==> src/rtl/qfrac_pkg.sv <==
package qfrac_pkg;

  // Conversion controls sampled with each accepted beat
  typedef struct packed {
    logic q31;   // double the value into Q31
    logic sat;   // clamp instead of wrap
    logic rnd;   // round the upper half
  } conv_ctl_t;

endpackage

==> src/rtl/qfrac_mul.sv <==
module qfrac_mul #(
  parameter int DW = 16
) (
  input  logic signed [DW-1:0]   op_a,
  input  logic signed [DW-1:0]   op_b,
  output logic signed [2*DW-1:0] prod
);
  localparam int PW = 2 * DW;

  logic signed [PW-1:0] a_x, b_x;

  // Full-width product: the most negative square still fits in Q1.30
  always_comb begin
    a_x  = {{DW{op_a[DW-1]}}, op_a};
    b_x  = {{DW{op_b[DW-1]}}, op_b};
    prod = a_x * b_x;
  end
endmodule

==> src/rtl/qfrac_acc.sv <==
module qfrac_acc #(
  parameter int PW = 32,
  parameter int AW = 40
) (
  input  logic                 clk,
  input  logic                 rst_n,
  input  logic                 take,
  input  logic                 acc_en,
  input  logic                 acc_clr,
  input  logic signed [PW-1:0] prod,
  output logic signed [AW-1:0] val
);
  localparam int GW = AW - PW;

  logic signed [AW-1:0] acc_q, base, prod_x, sum;

  always_comb begin
    prod_x = {{GW{prod[PW-1]}}, prod};
    base   = acc_clr ? '0 : acc_q;
    sum    = base + prod_x;
    val    = acc_en ? sum : prod_x;
  end

  always_ff @(posedge clk) begin
    if (!rst_n)               acc_q <= '0;
    else if (take && acc_en)  acc_q <= sum;
    else if (acc_clr)         acc_q <= '0;
  end

  // a clear without an accumulating beat empties the sum
  assert_clear_R10: assert property (@(posedge clk) disable iff (!rst_n)
    acc_clr && !(take && acc_en) |=> acc_q == '0);

  // without clear or accumulation the sum keeps its value
  assert_keep_R12: assert property (@(posedge clk) disable iff (!rst_n)
    !acc_clr && !(take && acc_en) |=> $stable(acc_q));
endmodule

==> src/rtl/qfrac_norm.sv <==
module qfrac_norm
  import qfrac_pkg::*;
#(
  parameter int DW = 16,
  parameter int AW = 40
) (
  input  logic signed [AW-1:0]  val,
  input  conv_ctl_t             ctl,
  output logic [2*DW-1:0]       word,
  output logic [DW-1:0]         q15,
  output logic                  ovf
);
  localparam int RW = 2 * DW;
  localparam logic [DW-1:0] Q15_MAX = {1'b0, {(DW-1){1'b1}}};

  logic [AW-RW:0]   top_w;   // bits that must agree for a Q1.30 word
  logic [AW-RW+1:0] top_d;   // bits that must agree for a doubled word
  logic [RW-1:0]    raw, rail;
  logic [DW-1:0]    hi;
  logic             up;

  always_comb begin
    top_d = val[AW-1:RW-2];
    top_w = val[AW-1:RW-1];
    if (ctl.q31) begin
      ovf = !((&top_d) || (~|top_d));
      raw = {val[RW-2:0], 1'b0};
    end else begin
      ovf = !((&top_w) || (~|top_w));
      raw = val[RW-1:0];
    end
    rail = val[AW-1] ? {1'b1, {(RW-1){1'b0}}} : {1'b0, {(RW-1){1'b1}}};
    word = (ovf && ctl.sat) ? rail : raw;
    hi   = word[RW-1:DW];
    up   = ctl.rnd && word[DW-1];
    q15  = (up && hi != Q15_MAX) ? hi + 1'b1 : hi;
  end
endmodule

==> src/rtl/qfrac_mac.sv <==
module qfrac_mac
  import qfrac_pkg::*;
#(
  parameter int DW = 16,
  parameter int AW = 40
) (
  input  logic            clk,
  input  logic            rst_n,
  input  logic            s_valid,
  output logic            s_ready,
  input  logic [DW-1:0]   s_op_a,
  input  logic [DW-1:0]   s_op_b,
  input  logic            q31_sel,
  input  logic            sat_en,
  input  logic            round_en,
  input  logic            acc_en,
  input  logic            acc_clr,
  output logic            m_valid,
  input  logic            m_ready,
  output logic [2*DW-1:0] m_word,
  output logic [DW-1:0]   m_q15,
  output logic            m_ovf
);
  localparam int RW = 2 * DW;
  localparam logic [DW-1:0] OP_MIN  = {1'b1, {(DW-1){1'b0}}};
  localparam logic [DW-1:0] Q15_MAX = {1'b0, {(DW-1){1'b1}}};
  localparam logic [RW-1:0] W_MAX   = {1'b0, {(RW-1){1'b1}}};
  localparam logic [RW-1:0] W_MIN   = {1'b1, {(RW-1){1'b0}}};

  logic                 take;
  logic signed [RW-1:0] prod;
  logic signed [AW-1:0] val;
  conv_ctl_t            ctl;
  logic [RW-1:0]        n_word;
  logic [DW-1:0]        n_q15;
  logic                 n_ovf;

  assign s_ready = !m_valid || m_ready;
  assign take    = s_valid && s_ready;
  assign ctl     = '{q31: q31_sel, sat: sat_en, rnd: round_en};

  qfrac_mul #(.DW(DW)) u_mul (
    .op_a (s_op_a),
    .op_b (s_op_b),
    .prod (prod)
  );

  qfrac_acc #(.PW(RW), .AW(AW)) u_acc (
    .clk     (clk),
    .rst_n   (rst_n),
    .take    (take),
    .acc_en  (acc_en),
    .acc_clr (acc_clr),
    .prod    (prod),
    .val     (val)
  );

  qfrac_norm #(.DW(DW), .AW(AW)) u_norm (
    .val  (val),
    .ctl  (ctl),
    .word (n_word),
    .q15  (n_q15),
    .ovf  (n_ovf)
  );

  always_ff @(posedge clk) begin
    if (!rst_n) begin
      m_valid <= 1'b0;
      m_word  <= '0;
      m_q15   <= '0;
      m_ovf   <= 1'b0;
    end else if (take) begin
      m_valid <= 1'b1;
      m_word  <= n_word;
      m_q15   <= n_q15;
      m_ovf   <= n_ovf;
    end else if (m_ready) begin
      m_valid <= 1'b0;
    end
  end

  // a stalled result stays put
  assert_hold_R2: assert property (@(posedge clk) disable iff (!rst_n)
    m_valid && !m_ready |=> m_valid && $stable(m_word) && $stable(m_q15) && $stable(m_ovf));

  // a taken beat is presented on the next cycle
  assert_accept_R2: assert property (@(posedge clk) disable iff (!rst_n)
    take |=> m_valid);

  // a single product read as Q1.30 never overflows
  assert_plain_R3: assert property (@(posedge clk) disable iff (!rst_n)
    take && !acc_en && !q31_sel |-> !n_ovf);

  // the lone unrepresentable square clamps to the positive rail
  assert_square_R5: assert property (@(posedge clk) disable iff (!rst_n)
    take && !acc_en && q31_sel && sat_en && s_op_a == OP_MIN && s_op_b == OP_MIN
    |-> n_ovf && n_word == W_MAX);

  // clamped results sit on a rail
  assert_rail_R8: assert property (@(posedge clk) disable iff (!rst_n)
    take && sat_en && n_ovf |-> (n_word == W_MAX || n_word == W_MIN));

  // rounding never wraps the positive limit
  assert_q15_clamp_R11: assert property (@(posedge clk) disable iff (!rst_n)
    take && n_word[RW-1:DW] == Q15_MAX |-> n_q15 == Q15_MAX);
endmodule

==> config.mk <==
export PLATFORM = sky130hd
export DESIGN_NAME = qfrac_mac
export DESIGN_NICKNAME = d
export VERILOG_FILES = /design/src/rtl/qfrac_pkg.sv /design/src/rtl/qfrac_mul.sv /design/src/rtl/qfrac_acc.sv /design/src/rtl/qfrac_norm.sv /design/src/rtl/qfrac_mac.sv
export SDC_FILE = /design/constraint.sdc
export NUM_CORES = 1
export LEC_CHECK = 0
export ABC_AREA = 1
export BUFFER_PORTS_ARGS = -buffer_cell sky130_fd_sc_hd__buf_2
export CELL_PAD_IN_SITES_DETAIL_PLACEMENT = 1
export CELL_PAD_IN_SITES_GLOBAL_PLACEMENT = 2
export CORE_ASPECT_RATIO = 0.75
export CORE_MARGIN = 1
export CORE_UTILIZATION = 30
export CTS_BUF_LIST = sky130_fd_sc_hd__clkbuf_16
export DETAILED_ROUTE_END_ITERATION = 16
export PLACE_DENSITY = 0.68
export SLEW_MARGIN = 20
export SYNTH_ARGS = -nofsm -noshare
export SYNTH_HDL_FRONTEND = slang
export SYNTH_SLANG_ARGS = --single-unit
==> constraint.sdc <==
create_clock -name clk -period 14.9 [get_ports clk]
set_clock_uncertainty 0.2 [all_clocks]
set_input_delay 2.98 -clock clk [delete_from_list [all_inputs] [get_ports clk]]
set_output_delay 2.98 -clock clk [all_outputs]
set_load 0.05 [all_outputs]
### After elaboration in Yosys (flattened, before gate mapping)

Cells that the tools add are included.

* $lt $le $gt $ge: 0
* shifts and indexed selects: 0
* muxes and demuxes: 10
* divide/modulo/power cells: 0
* reduce and logical (&&, ||, !) cells: 18
* multiply operators: 1
* bitwise logic cells: 0
* equal/unequal tests: 1
* add/subtract/negate cells: 2

Operator list (count)
* $mux W40: 3
* $mux W32: 3
* $add A40 B32 Y40: 1
* $mul A16 B16 Y32: 1
* $add A16 B1 Y16 const B: 1
* $mux W16: 1
* $ne A16 B15 Y1 const B: 1
* $reduce_and A10 Y1: 1
* $reduce_or A10 Y1: 1
* $reduce_and A9 Y1: 1
* $reduce_or A9 Y1: 1
* $logic_and A1 B1 Y1: 5
* $logic_not A1 Y1: 5
* $logic_or A1 B1 Y1: 3
* $mux W1: 3
* $reduce_bool A2 Y1: 1

* latch bits: 0
* RAM bits: 0
* register bits after elaboration: 90
* ROM bits: 0
* memories kept: 0

### Depth between registers and ports, before layout

Gate-level depths: netlist (run 1).

* depth in word-level cells: 13
* depth in mapped cells: 65
* mapped depth without buffers: 62

### Modules after synthesis

A second synthesis (run 1) with hierarchy kept.

* cells, all modules: 3092
* area, all modules: 19651.3 µm²

By module, submodules not included
* qfrac_mul: cells each 1467, area each 10814.1 µm², times used 1, sequential area each 0.0 µm²
* qfrac_acc: cells each 1004, area each 5206.2 µm², times used 1, sequential area each 800.8 µm²
* qfrac_mac: cells each 327, area each 2279.7 µm², times used 1, sequential area each 1001.0 µm²
* qfrac_norm: cells each 294, area each 1351.3 µm², times used 1, sequential area each 0.0 µm²

### Worst setup path after synthesis (run 1)

OpenSTA, ideal clock, no wires.

* kind: input-to-reg
* start point: input s_op_a[7]
* end point: register m_q15[1]
* library setup time: 132 ps
* stages on the path: 56
* path slack: 2819 ps
* path buffers: 4
* arrival time: 11748 ps
* path through: clkbuf_1 clkbuf_1 nand2_1 fa_1 inv_1 fa_1 inv_1 fa_1 inv_1 fa_1 fa_1 inv_1 fa_1 inv_1 ha_1 nand2_1 inv_1 a21oi_1 [20 not listed] nor2_1 nor3_1 nand3_1 nand3_2 buf_6 nand2_1 inv_1 ha_1 nand2_1 nor2_2 nand2_2 nor2_4 nand2_4 nand2_4 buf_6 nand2_1 nand3_1 a21oi_1

* word-level cells in the longest chain between the ends: 13
* elaborated cells on any way between the ends: 23
* those cells by class: add/sub (2); mul (1); eq/ne (1); mux (6); reduce/logical (13)

Ends and longest elaborated chain
* from (decl): RTL line qfrac_mac.sv:11 `input logic [DW-1:0] s_op_a,`
* $mul A16 B16 Y32 (*): RTL line qfrac_mul.sv:16 `prod = a_x * b_x;`
* $add A40 B32 Y40: RTL line qfrac_acc.sv:20 `sum = base + prod_x;`
* $mux W40 (*): RTL line qfrac_acc.sv:21 `val = acc_en ? sum : prod_x;`
* $reduce_or A10 Y1 / $reduce_or A9 Y1 (equally long branches): RTL line qfrac_norm.sv:26, qfrac_norm.sv:29
* $logic_not A1 Y1, on equally long branches: RTL line qfrac_norm.sv:26, qfrac_norm.sv:29
* $logic_or A1 B1 Y1, on equally long branches: RTL line qfrac_norm.sv:26, qfrac_norm.sv:29
* $logic_not A1 Y1, on equally long branches: RTL line qfrac_norm.sv:26, qfrac_norm.sv:29
* $mux W1: RTL line qfrac_norm.sv:25 `if (ctl.q31) begin`
* $logic_and A1 B1 Y1: RTL line qfrac_norm.sv:33 `word = (ovf && ctl.sat) ? rail : raw;`
* $mux W32 (*): RTL line qfrac_norm.sv:33
* named net n_word[16]: RTL line qfrac_mac.sv:34 `logic [RW-1:0] n_word;`
* branches (longest 2 deep; another with $add A16 B1 Y16)
* $mux W16 (*): RTL line qfrac_norm.sv:36 `q15 = (up && hi != Q15_MAX) ? hi + 1'b1 : hi;`
* to (signal assigned): RTL line qfrac_mac.sv:75 `m_q15 <= n_q15;`
* to (decl): RTL line qfrac_mac.sv:21 `output logic [DW-1:0] m_q15,`

Mark *: on every way through the listed nets, which the timed path passes.
A chain may end at the register's enable or synchronous reset.

### Worst setup path after layout (run 1)

* start point: input s_op_b[7]
* end point: register m_q15[13]

* word-level cells in the longest chain between the ends: 13
* elaborated cells on any way between the ends: 23
* those cells by class: add/sub (2); mul (1); eq/ne (1); mux (6); reduce/logical (13)

Ends and longest elaborated chain
* from (decl): RTL line qfrac_mac.sv:12 `input logic [DW-1:0] s_op_b,`
* $mul A16 B16 Y32 (*): RTL line qfrac_mul.sv:16
* $add A40 B32 Y40: RTL line qfrac_acc.sv:20
* $mux W40 (*): RTL line qfrac_acc.sv:21
* $reduce_or A10 Y1 / $reduce_or A9 Y1 (equally long branches): RTL line qfrac_norm.sv:26, qfrac_norm.sv:29
* $logic_not A1 Y1, on equally long branches: RTL line qfrac_norm.sv:26, qfrac_norm.sv:29
* $logic_or A1 B1 Y1, on equally long branches: RTL line qfrac_norm.sv:26, qfrac_norm.sv:29
* $logic_not A1 Y1, on equally long branches: RTL line qfrac_norm.sv:26, qfrac_norm.sv:29
* $mux W1: RTL line qfrac_norm.sv:25
* $logic_and A1 B1 Y1: RTL line qfrac_norm.sv:33
* $mux W32 (*): RTL line qfrac_norm.sv:33
* named net n_word[16]: RTL line qfrac_mac.sv:34
* branches (longest 2 deep; another with $add A16 B1 Y16)
* $mux W16 (*): RTL line qfrac_norm.sv:36

Marks and branches as above.

==> out/metrics.sh, run 1 <==
STATUS='complete, no violations'
CRITICAL_PATH.MAX_FANOUT=23
FINAL_LAYOUT_SIZE_SUFFIX_GT1_SHARE_PCT=7.74
AREA_DELTA_SYNTH_FINAL_PCT=7.82
DIE_WIDTH_UM=281
CP_SLOWEST_CELL='sky130_fd_sc_hd__fa_1'
CTS_SETUP_BUFFERS=0
SYNTH_SEQUENTIAL_AREA_RATIO_PCT=10.3
CPPEAKSTAGEDELAY_NS=0.56
CLOCK_TRANSITION_TIME_AT_THE_FLIP_FLOP_CLOCK_PINS_OF_THE_WORST_SETUP_AND_HOLD_PATHS_NS=0.07
HOLD_VIOLATIONS=0
ANT_NETS=0
CLOCK-SINKS=90
TIMING.CRITICAL_PATH.ARRIVAL_NS=13.49
PORT-BUFFER-COUNT=91
DRT-WIRELENGTH-PER-CELL_UM=15.9
PLACE_HPWL_MM=44.2
SYNTH_FLOP_CELL='sky130_fd_sc_hd__dfxtp_1'
YS_ASYNC_SR_FRACTION_PCT=0
SYNTH.TOP_CELLS.BY_AREA='sky130_fd_sc_hd__fa_1, sky130_fd_sc_hd__nand2_1, sky130_fd_sc_hd__inv_1, sky130_fd_sc_hd__dfxtp_1, sky130_fd_sc_hd__ha_1'
WORSTSETUPSTARTPOINT='s_op_b[7]'
POST_DP_CELL_AREA_SQ_UM=18600
GLOBALROUTE.TOTALOVERFLOW=0
SYNTH_AREA_PER_INST_SQ_UM=6.93
TIMING.HOLD.WS_NS=0.264
CORE_AREA_SQ_UM=57600
TYPE_OF_THE_WORST_SETUP_PATH='in -> reg'
M1WIRELENGTH_MM=26.8
ROUTE.TOP_LAYER_USED='met4'
INITIAL_CORE_UTIL_PCT=30.5
WORST-SLEW-PIN-TRANSITION_NS=0.996
POST_SYNTHESIS_NET_COUNT=2955
YOSYSWARNINGS=0
IOS=92
DIE_SPAN_Y_UM=211
GLOBALPLACE.CONGESTION=0.853
GRT_SETUP_UNREPAIRED='no'
CLK-INSERTION-DELAY-LATE_NS=0.37
SYNTH_CELLS=2533
STARTPOINT_TYPE='input pin'
R2R.WORST_PATH.CELLS=36
MET2ROUTEDLENGTH_MM=24.5
FP-ROW-COUNT=76
ROUTED-VIA-COUNT=15234
FINAL_DESIGN_AREA_NO_FILL_SQ_UM=18900
FINAL_PERIOD_MINUS_WORST_SETUP_SLACK_NS=13.42
CTS_TREE='yes'
CRIT_TOP_CELL='sky130_fd_sc_hd__nand2_1'
ANTENNA_FOUND_INITIAL=0
HOLD_CLASS='reg -> reg'
WL_MM=53.0
VIA_COUNT_OF_THE_FIRST_GLOBAL_ROUTING_PASS=16893
RELSLEWSLACK_PCT=33.6
MAXCAP_VIOL_COUNT=0
WORST-R2R-SETUP-SLACK_NS=9.21
CTS_MADE_BUFFERS=9
ANTENNADIODECOUNT=0
CTS_MAX_LEVEL=3
CTSROOTBUFFERMASTER='sky130_fd_sc_hd__clkbuf_16'
SYNTH_EDF_COUNT=0
TOTALNEGATIVESETUPSLACK_NS=0
FINAL_CORE_UTILIZATION_PCT=32.8
ACHIEVABLE-FREQUENCY_MHz=74.5
MET3_WIRELENGTH_MM=1.32
DRC_ERRORS=0
CTS-ROOT-TO-SINK-BUFFERS=2
MAX_SLEW_VIOLATION_COUNT=0
DIE_AREA_SQ_UM=59500
SYNTH_TOP_AREA_SHARE_PCT=30.0
CRITPATHREQUIREDTIME_NS=14.97
POSTSYNTHREGISTERBITS=90
CRIT_PATH_END_KIND='flip-flop'
FIRST_ITER_VIOLATIONS=648
CRITICAL_PATH.ENDPOINT='m_q15[13]$_SDFFE_PN0P_'
SETUP_VIOL_COUNT_FINAL=0
YOSYS.CELL_TYPES.COUNT=42
GRT_START_MAX_NET_PINS=62
YOSYSTOPAREACELL='sky130_fd_sc_hd__fa_1'
REG2REG_TO='m_q15[13]$_SDFFE_PN0P_'
PRE_ANTENNA_DRT_ITERS=5
CTS_HOLD_BUFFERS_ADDED=0
SYNTH_AREA_SQ_UM=17600
GRT_FIRST_PASS_WIRELENGTH_MM=89.6
DETAIL_ROUTE.VIAS_PER_CELL=4.58
RR_STARTPOINT='u_acc.acc_q[0]$_SDFF_PN0_'
NUM-NETS-FINAL=2963
POST_ROUTE_CLOCK_PERIOD_UTILIZATION_PCT=90.1
CTS.REPAIR.RESIZED=0
TRACK_USAGE_PCT=19.1
-- layout by cell type (no fill, tap or decap), drive strengths merged, types with 2 or more instances in the layout --
cell / instances
o31ai: 4
mux2i: 5
a21o: 8
fa: 263
clkbuf: 9
ha: 118
a31oi: 17
clkinv: 4
dfxtp: 90
a21oi: 108
xnor2: 24
nor2: 164
o21ai: 101
or2: 8
o211ai: 33
buf: 100
nand4: 7
inv: 618
a21boi: 2
nand2: 718
o21bai: 2
nand3: 96
nor3: 2
xor2: 38
-- layout make-up --
cell class,instances,area [sq um]
Multi-Input combinational cell,1723,13000
Tap cell,780,976
Clock buffer,9,225
Clock inverter,7,62.6
Timing Repair Buffer,100,523
Fill cell,7304,38700
Sequential cell,90,1800
Inverter,617,2320
-- worst min path at each step --
| stage | from | end | slack [ns] | cells after the start |
|---|---|---|---|---|
| after floorplan | u_acc.acc_q[0]$_SDFF_PN0_ | u_acc.acc_q[0]$_SDFF_PN0_ | 0.31 | 4 |
| after global placement | m_word[1]$_SDFFE_PN0P_ | m_word[1]$_SDFFE_PN0P_ | 0.26 | 2 |
| after detailed placement | m_word[4]$_SDFFE_PN0P_ | m_word[4]$_SDFFE_PN0P_ | 0.26 | 2 |
| after CTS | m_word[4]$_SDFFE_PN0P_ | m_word[4]$_SDFFE_PN0P_ | 0.27 | 2 |
| after global routing | m_word[13]$_SDFFE_PN0P_ | m_word[13]$_SDFFE_PN0P_ | 0.28 | 2 |
| final | m_word[4]$_SDFFE_PN0P_ | m_word[4]$_SDFFE_PN0P_ | 0.26 | 2 |
-- sequential cells by signal, summed over array words and instances (netlist names) --
name         flops
m_word          32
m_ovf            1
m_valid          1
u_acc.acc_q     40
m_q15           16
-- routing by layer --
layer	global-route usage (%)	vias up
li1	-	7508
met1	27.1	7582
met2	31.9	120
met3	2.13	24
met4	2.27	0
met5	0	-
-- per-stage QoR --
stage | worst slack (ns) | instances
2_1_floorplan | 2.82 | 2533
3_3_place_gp | 1.37 | 3310
3_5_place_dp | 1.18 | 3310
4_1_cts | 1.53 | 3326
5_1_grt | 0.471 | 3326
6_report | 1.48 | 3326
-- cell usage after synthesis (5+ instances only) --
cell	number
sky130_fd_sc_hd__nand2_2	25
sky130_fd_sc_hd__o21ai_1	11
sky130_fd_sc_hd__or2_2	8
sky130_fd_sc_hd__xor2_1	38
sky130_fd_sc_hd__mux2i_1	5
sky130_fd_sc_hd__ha_1	118
sky130_fd_sc_hd__clkbuf_1	92
sky130_fd_sc_hd__inv_1	596
sky130_fd_sc_hd__nand3_2	8
sky130_fd_sc_hd__a21o_1	8
sky130_fd_sc_hd__nand2_1	686
sky130_fd_sc_hd__o21ai_0	90
sky130_fd_sc_hd__nand2_4	6
sky130_fd_sc_hd__o211ai_1	33
sky130_fd_sc_hd__a21oi_1	108
sky130_fd_sc_hd__nand3_1	87
sky130_fd_sc_hd__fa_1	263
sky130_fd_sc_hd__dfxtp_1	90
sky130_fd_sc_hd__nor2_1	152
sky130_fd_sc_hd__nor2_2	8
sky130_fd_sc_hd__xnor2_1	24
sky130_fd_sc_hd__a31oi_1	17
sky130_fd_sc_hd__nand4_1	7
sky130_fd_sc_hd__inv_2	19
-- cell families after synthesis --
kind of cell / Yosys count / synth area share [%]
and+or+nand+nor: 998 / 23.6
buffers and inverters: 720 / 15.6
adders and majority gates: 381 / 38.4
AOI/OAI and AO/OA: 277 / 8.75
DFF: 90 / 10.3
xor gates and xnor gates: 62 / 3.09
muxes: 5 / 0.285
-- critical path: cells and delay by family --
kind / cells / cell delay [ns]
adders and majority gates: 9 / 3.89
buffers and inverters: 9 / 0.92
xor gates and xnor gates: 1 / 0.25
AOI/OAI and AO/OA: 8 / 1.51
and+or+nand+nor: 32 / 3.92
Power of run 1 is left out: the tool's default activity adds up to more than one toggle a clock period on the data nets, which glitch-free logic cannot reach.
==> run 2, diff against run 1 <==
PLACE_DENSITY = 0.7   (was 0.68)
SYNTH_HIERARCHICAL = 1   (was unset)
==> run 2 against run 1 <==
Net effect: synthesized cell count up 22%; highest routed layer unchanged; critical path type unchanged; design area is 10% higher; largest cell class unchanged; flip-flop and latch count stayed put; core utilization decreased by 0.27 points; hold slack better by 0.015 ns; via count increased by 20%; critical path depth shrank 13; final cell count is 19% higher.
==> out/metrics.sh, run 2 <==
STATUS='complete, no violations'  # unchanged
MAXCAP_VIOL_COUNT=0  # unchanged
REG2REG_TO='m_q15[2]$_SDFFE_PN0P_'  # was m_q15[13]$_SDFFE_PN0P_
FP-ROW-COUNT=80  # was 76
RELSLEWSLACK_PCT=31.5  # was 33.6%
CTS_SETUP_BUFFERS=0  # unchanged
TOTALNEGATIVESETUPSLACK_NS=0  # unchanged
YOSYSTOPAREACELL='sky130_fd_sc_hd__fa_1'  # unchanged
ANT_NETS=0  # unchanged
R2R.WORST_PATH.CELLS=31  # was 36
MIN_DELAY_PATH_DEPTH=2  # unchanged
SYNTH.TOP_CELLS.BY_AREA='sky130_fd_sc_hd__fa_1, sky130_fd_sc_hd__nand2_1, sky130_fd_sc_hd__inv_1, sky130_fd_sc_hd__dfxtp_1, sky130_fd_sc_hd__ha_1'  # unchanged
SYNTH_CELLS=3092  # was 2,533
FINAL_LAYOUT_SIZE_SUFFIX_GT1_SHARE_PCT=5.28  # was 7.74%
NUM-NETS-FINAL=3505  # was 2,963
HOLD_VIOLATIONS=0  # unchanged
YOSYS.CELL_TYPES.COUNT=45  # was 42
DETAIL_ROUTE.VIAS_PER_CELL=4.62  # was 4.58
CPPEAKSTAGEDELAY_NS=0.88  # was 0.56 ns
LAYOUT.CELLS.MOST_COMMON='sky130_fd_sc_hd__nand2_1'  # unchanged
DRT-WIRELENGTH-PER-CELL_UM=17.0  # was 15.9 um
CTS_MADE_BUFFERS=9  # unchanged
CTS-ROOT-TO-SINK-BUFFERS=2  # unchanged
LAYOUT_TOP_REGISTERS='u_acc/acc_q: 40 flops, m_word: 32 flops, m_q15: 16 flops'  # was u_acc.acc_q: 40 flops, m_word: 32 flops, m_q15: 16 flops
LARGEST_REG_FLOPS=40  # unchanged
SETUP_VIOL_COUNT_FINAL=0  # unchanged
GRT_START_MAX_NET_PINS=101  # was 62
POST_ROUTE_CLOCK_PERIOD_UTILIZATION_PCT=91.5  # was 90.1%
WL_MM=66.9  # was 53.0 mm
SYNTH_EDF_COUNT=0  # unchanged
INITIAL_CORE_UTIL_PCT=30.6  # was 30.5%
IOS=92  # unchanged
CRIT_TOP_CELL='sky130_fd_sc_hd__nand2_1'  # unchanged
SYNTH_FLOP_CELL='sky130_fd_sc_hd__dfxtp_1'  # unchanged
ACHIEVABLE-FREQUENCY_MHz=73.3  # was 74.5 MHz
CLOCK-SINKS=90  # unchanged
TYPE_OF_THE_WORST_SETUP_PATH='in -> reg'  # unchanged
ANTENNADIODECOUNT=0  # unchanged
TIMING.CRITICAL_PATH.MAX_DELAY_FAMILY='simple AND/OR/NAND/NOR gates'  # unchanged
DRC_ERRORS=0  # unchanged
DIE_SPAN_Y_UM=224  # was 211 um
YOSYSWARNINGS=6  # was 0
LARGEST_REG_BY_FF_COUNT='u_acc/acc_q'  # was u_acc.acc_q
CRITICAL_PATH.N_BUFFERS_INVERTERS=6  # was 9
POSTSYNTHREGISTERBITS=90  # unchanged
WORST-SLEW-PIN-TRANSITION_NS=1.03  # was 0.996 ns
GLOBALPLACE.CONGESTION=0.899  # was 0.853
POST_SYNTH_MOST_FREQUENT_CELLS='sky130_fd_sc_hd__nand2_1, sky130_fd_sc_hd__inv_1, sky130_fd_sc_hd__fa_1'  # unchanged
MIN_TO='m_q15[12]$_SDFFE_PN0P_'  # was m_word[4]$_SDFFE_PN0P_
CRITICAL_PATH_DEPTH=46  # was 59
CLK-INSERTION-DELAY-LATE_NS=0.38  # was 0.37 ns
POST_PLACE_CELLS=3930  # was 3,310
CLOCK_TRANSITION_TIME_AT_THE_FLIP_FLOP_CLOCK_PINS_OF_THE_WORST_SETUP_AND_HOLD_PATHS_NS=0.07  # about the same
STARTPOINT_TYPE='input pin'  # unchanged
DIE_WIDTH_UM=298  # was 281 um
SYNTH_AREA_PER_INST_SQ_UM=6.36  # was 6.93 sq um
CTS_MAX_LEVEL=3  # unchanged
VIA_COUNT_OF_THE_FIRST_GLOBAL_ROUTING_PASS=19657  # was 16.9k
SYNTH_AREA_SQ_UM=19700  # was 17,600 sq um
POST_SYNTHESIS_NET_COUNT=3517  # was 2,955
CP_SLOWEST_CELL='sky130_fd_sc_hd__fa_1'  # unchanged
HOLD_PATH_STARTPOINT='m_q15[12]$_SDFFE_PN0P_'  # was m_word[4]$_SDFFE_PN0P_
DP_WORST_SETUP_SLACK_NS=0.925  # was 1.18 ns
FIRST_ITER_VIOLATIONS=951  # was 648
PORT-BUFFER-COUNT=91  # unchanged
GRT_SETUP_UNREPAIRED='no'  # unchanged
LAYOUT_COMMON_CELLS='sky130_fd_sc_hd__nand2_1, sky130_fd_sc_hd__inv_1, sky130_fd_sc_hd__fa_1'  # unchanged
CRITPATHREQUIREDTIME_NS=15.01  # was 14.97 ns
SYNTH.MOST_COMMON_CELL='sky130_fd_sc_hd__nand2_1'  # unchanged
CTS_HOLD_BUFFERS_ADDED=0  # unchanged
ROUTED-VIA-COUNT=18224  # was 15.2k
YS_ASYNC_SR_FRACTION_PCT=0  # unchanged
ANTENNA_FOUND_INITIAL=0  # unchanged
TIMING.CRITICAL_PATH.ARRIVAL_NS=13.75  # was 13.49 ns
FINISH.CELL_COUNT_WITHOUT_FILLERS=3946  # was 3,326
FILLCELLCOUNT=8332  # was 7,304
CRITICAL_PATH.MAX_FANOUT=26  # was 23
CTS_TREE='yes'  # unchanged
GRT_FIRST_PASS_WIRELENGTH_MM=109  # was 89.6 mm
PLACE_HPWL_MM=56.2  # was 44.2 mm
HOLD_CLASS='reg -> reg'  # unchanged
SYNTH_SEQUENTIAL_AREA_RATIO_PCT=9.17  # was 10.3%
CTSROOTBUFFERMASTER='sky130_fd_sc_hd__clkbuf_16'  # unchanged
CTS.REPAIR.RESIZED=0  # unchanged
SYNTH_TOP_AREA_SHARE_PCT=26.8  # was 30.0%
TRACK_USAGE_PCT=20.8  # was 19.1%
SETUP_WS_POST_LAYOUT_NS=1.26  # was 1.48 ns
CRIT_PATH_END_KIND='flip-flop'  # unchanged
CORE_AREA_SQ_UM=64200  # was 57,600 sq um
WORST-R2R-SETUP-SLACK_NS=9.32  # was 9.21 ns
MAX_SLEW_VIOLATION_COUNT=0  # unchanged
DIE_AREA_SQ_UM=66500  # was 59,500 sq um
RR_STARTPOINT='u_acc/acc_q[20]$_SDFF_PN0_'  # was u_acc.acc_q[0]$_SDFF_PN0_
AREA_DELTA_SYNTH_FINAL_PCT=6.35  # was 7.82%
GLOBALROUTE.TOTALOVERFLOW=0  # unchanged
PRE_ANTENNA_DRT_ITERS=5  # unchanged
FINAL_PERIOD_MINUS_WORST_SETUP_SLACK_NS=13.64  # was 13.42 ns
run 2: worst max-delay path by stage:
stage | startpoint | endpoint | slack [ns]
final | s_op_b[1] | m_q15[2]$_SDFFE_PN0P_ | 1.26
after global routing | s_op_b[1] | m_q15[6]$_SDFFE_PN0P_ | 0.34
after CTS | s_op_b[1] | m_q15[14]$_SDFFE_PN0P_ | 1.29
after detailed placement | s_op_b[1] | m_q15[14]$_SDFFE_PN0P_ | 0.93
after global placement | s_op_b[1] | m_q15[14]$_SDFFE_PN0P_ | 1.13
after floorplan | s_op_b[5] | m_q15[13]$_SDFFE_PN0P_ | 3.61
run 2: logic make-up (layout without fill, tap and decap cells):
logic type / Yosys count / count (layout) / synth area share [%]
AO/OA/AOI/OAI: 231 / 231 / 6.36
flip-flops: 90 / 90 / 9.17
multiplexers: 3 / 3 / 0.153
buffers and inverters: 898 / 891 / 18.0
adder cells (fa/ha/maj): 384 / 384 / 34.5
XOR/XNOR: 46 / 46 / 2.05
AND/OR/NAND/NOR: 1440 / 1440 / 29.8
run 2: cell type report:
class                      instances  area (sq um)  area share, %
multi-input combinational       2104         14300           68.5
inverter                         776          2910           13.9
sequential                        90          1800           8.62
clock buffer                       9           225           1.08
clock inverter                     7          58.8          0.281
tap                              861          1080           5.15
timing repair buffer              99           515           2.47
run 2: metal layers:
metal | up-vias | GRT usage [%] | share of wire (%)
met2 | 237 | 31.7 | 41
met3 | 13 | 2.50 | 4.2
li1 | 9016 | - | -
met5 | - | 0 | 0
met1 | 8958 | 32.3 | 54
met4 | 0 | 1.56 | 0.36
run 2: worst reg2reg max path: cells and delay by family (launching register included):
kind                       cells  cell delay (ns)
buffers and inverters          2             0.11
and+or+nand+nor               28             4.50
DFF                            1             0.31
adders and majority gates      1             0.37
run 2: through the flow:
stage	hold slack (ns)	utilization, %	area [sq um]
6_report	0.279	32.6	20900
5_1_grt	0.307	32.6	20900
4_1_cts	0.285	32.6	20900
3_5_place_dp	0.264	32.1	20600
3_3_place_gp	0.258	32.1	20600
2_1_floorplan	0.244	-	19700
Power of run 2 is left out for the same reason.
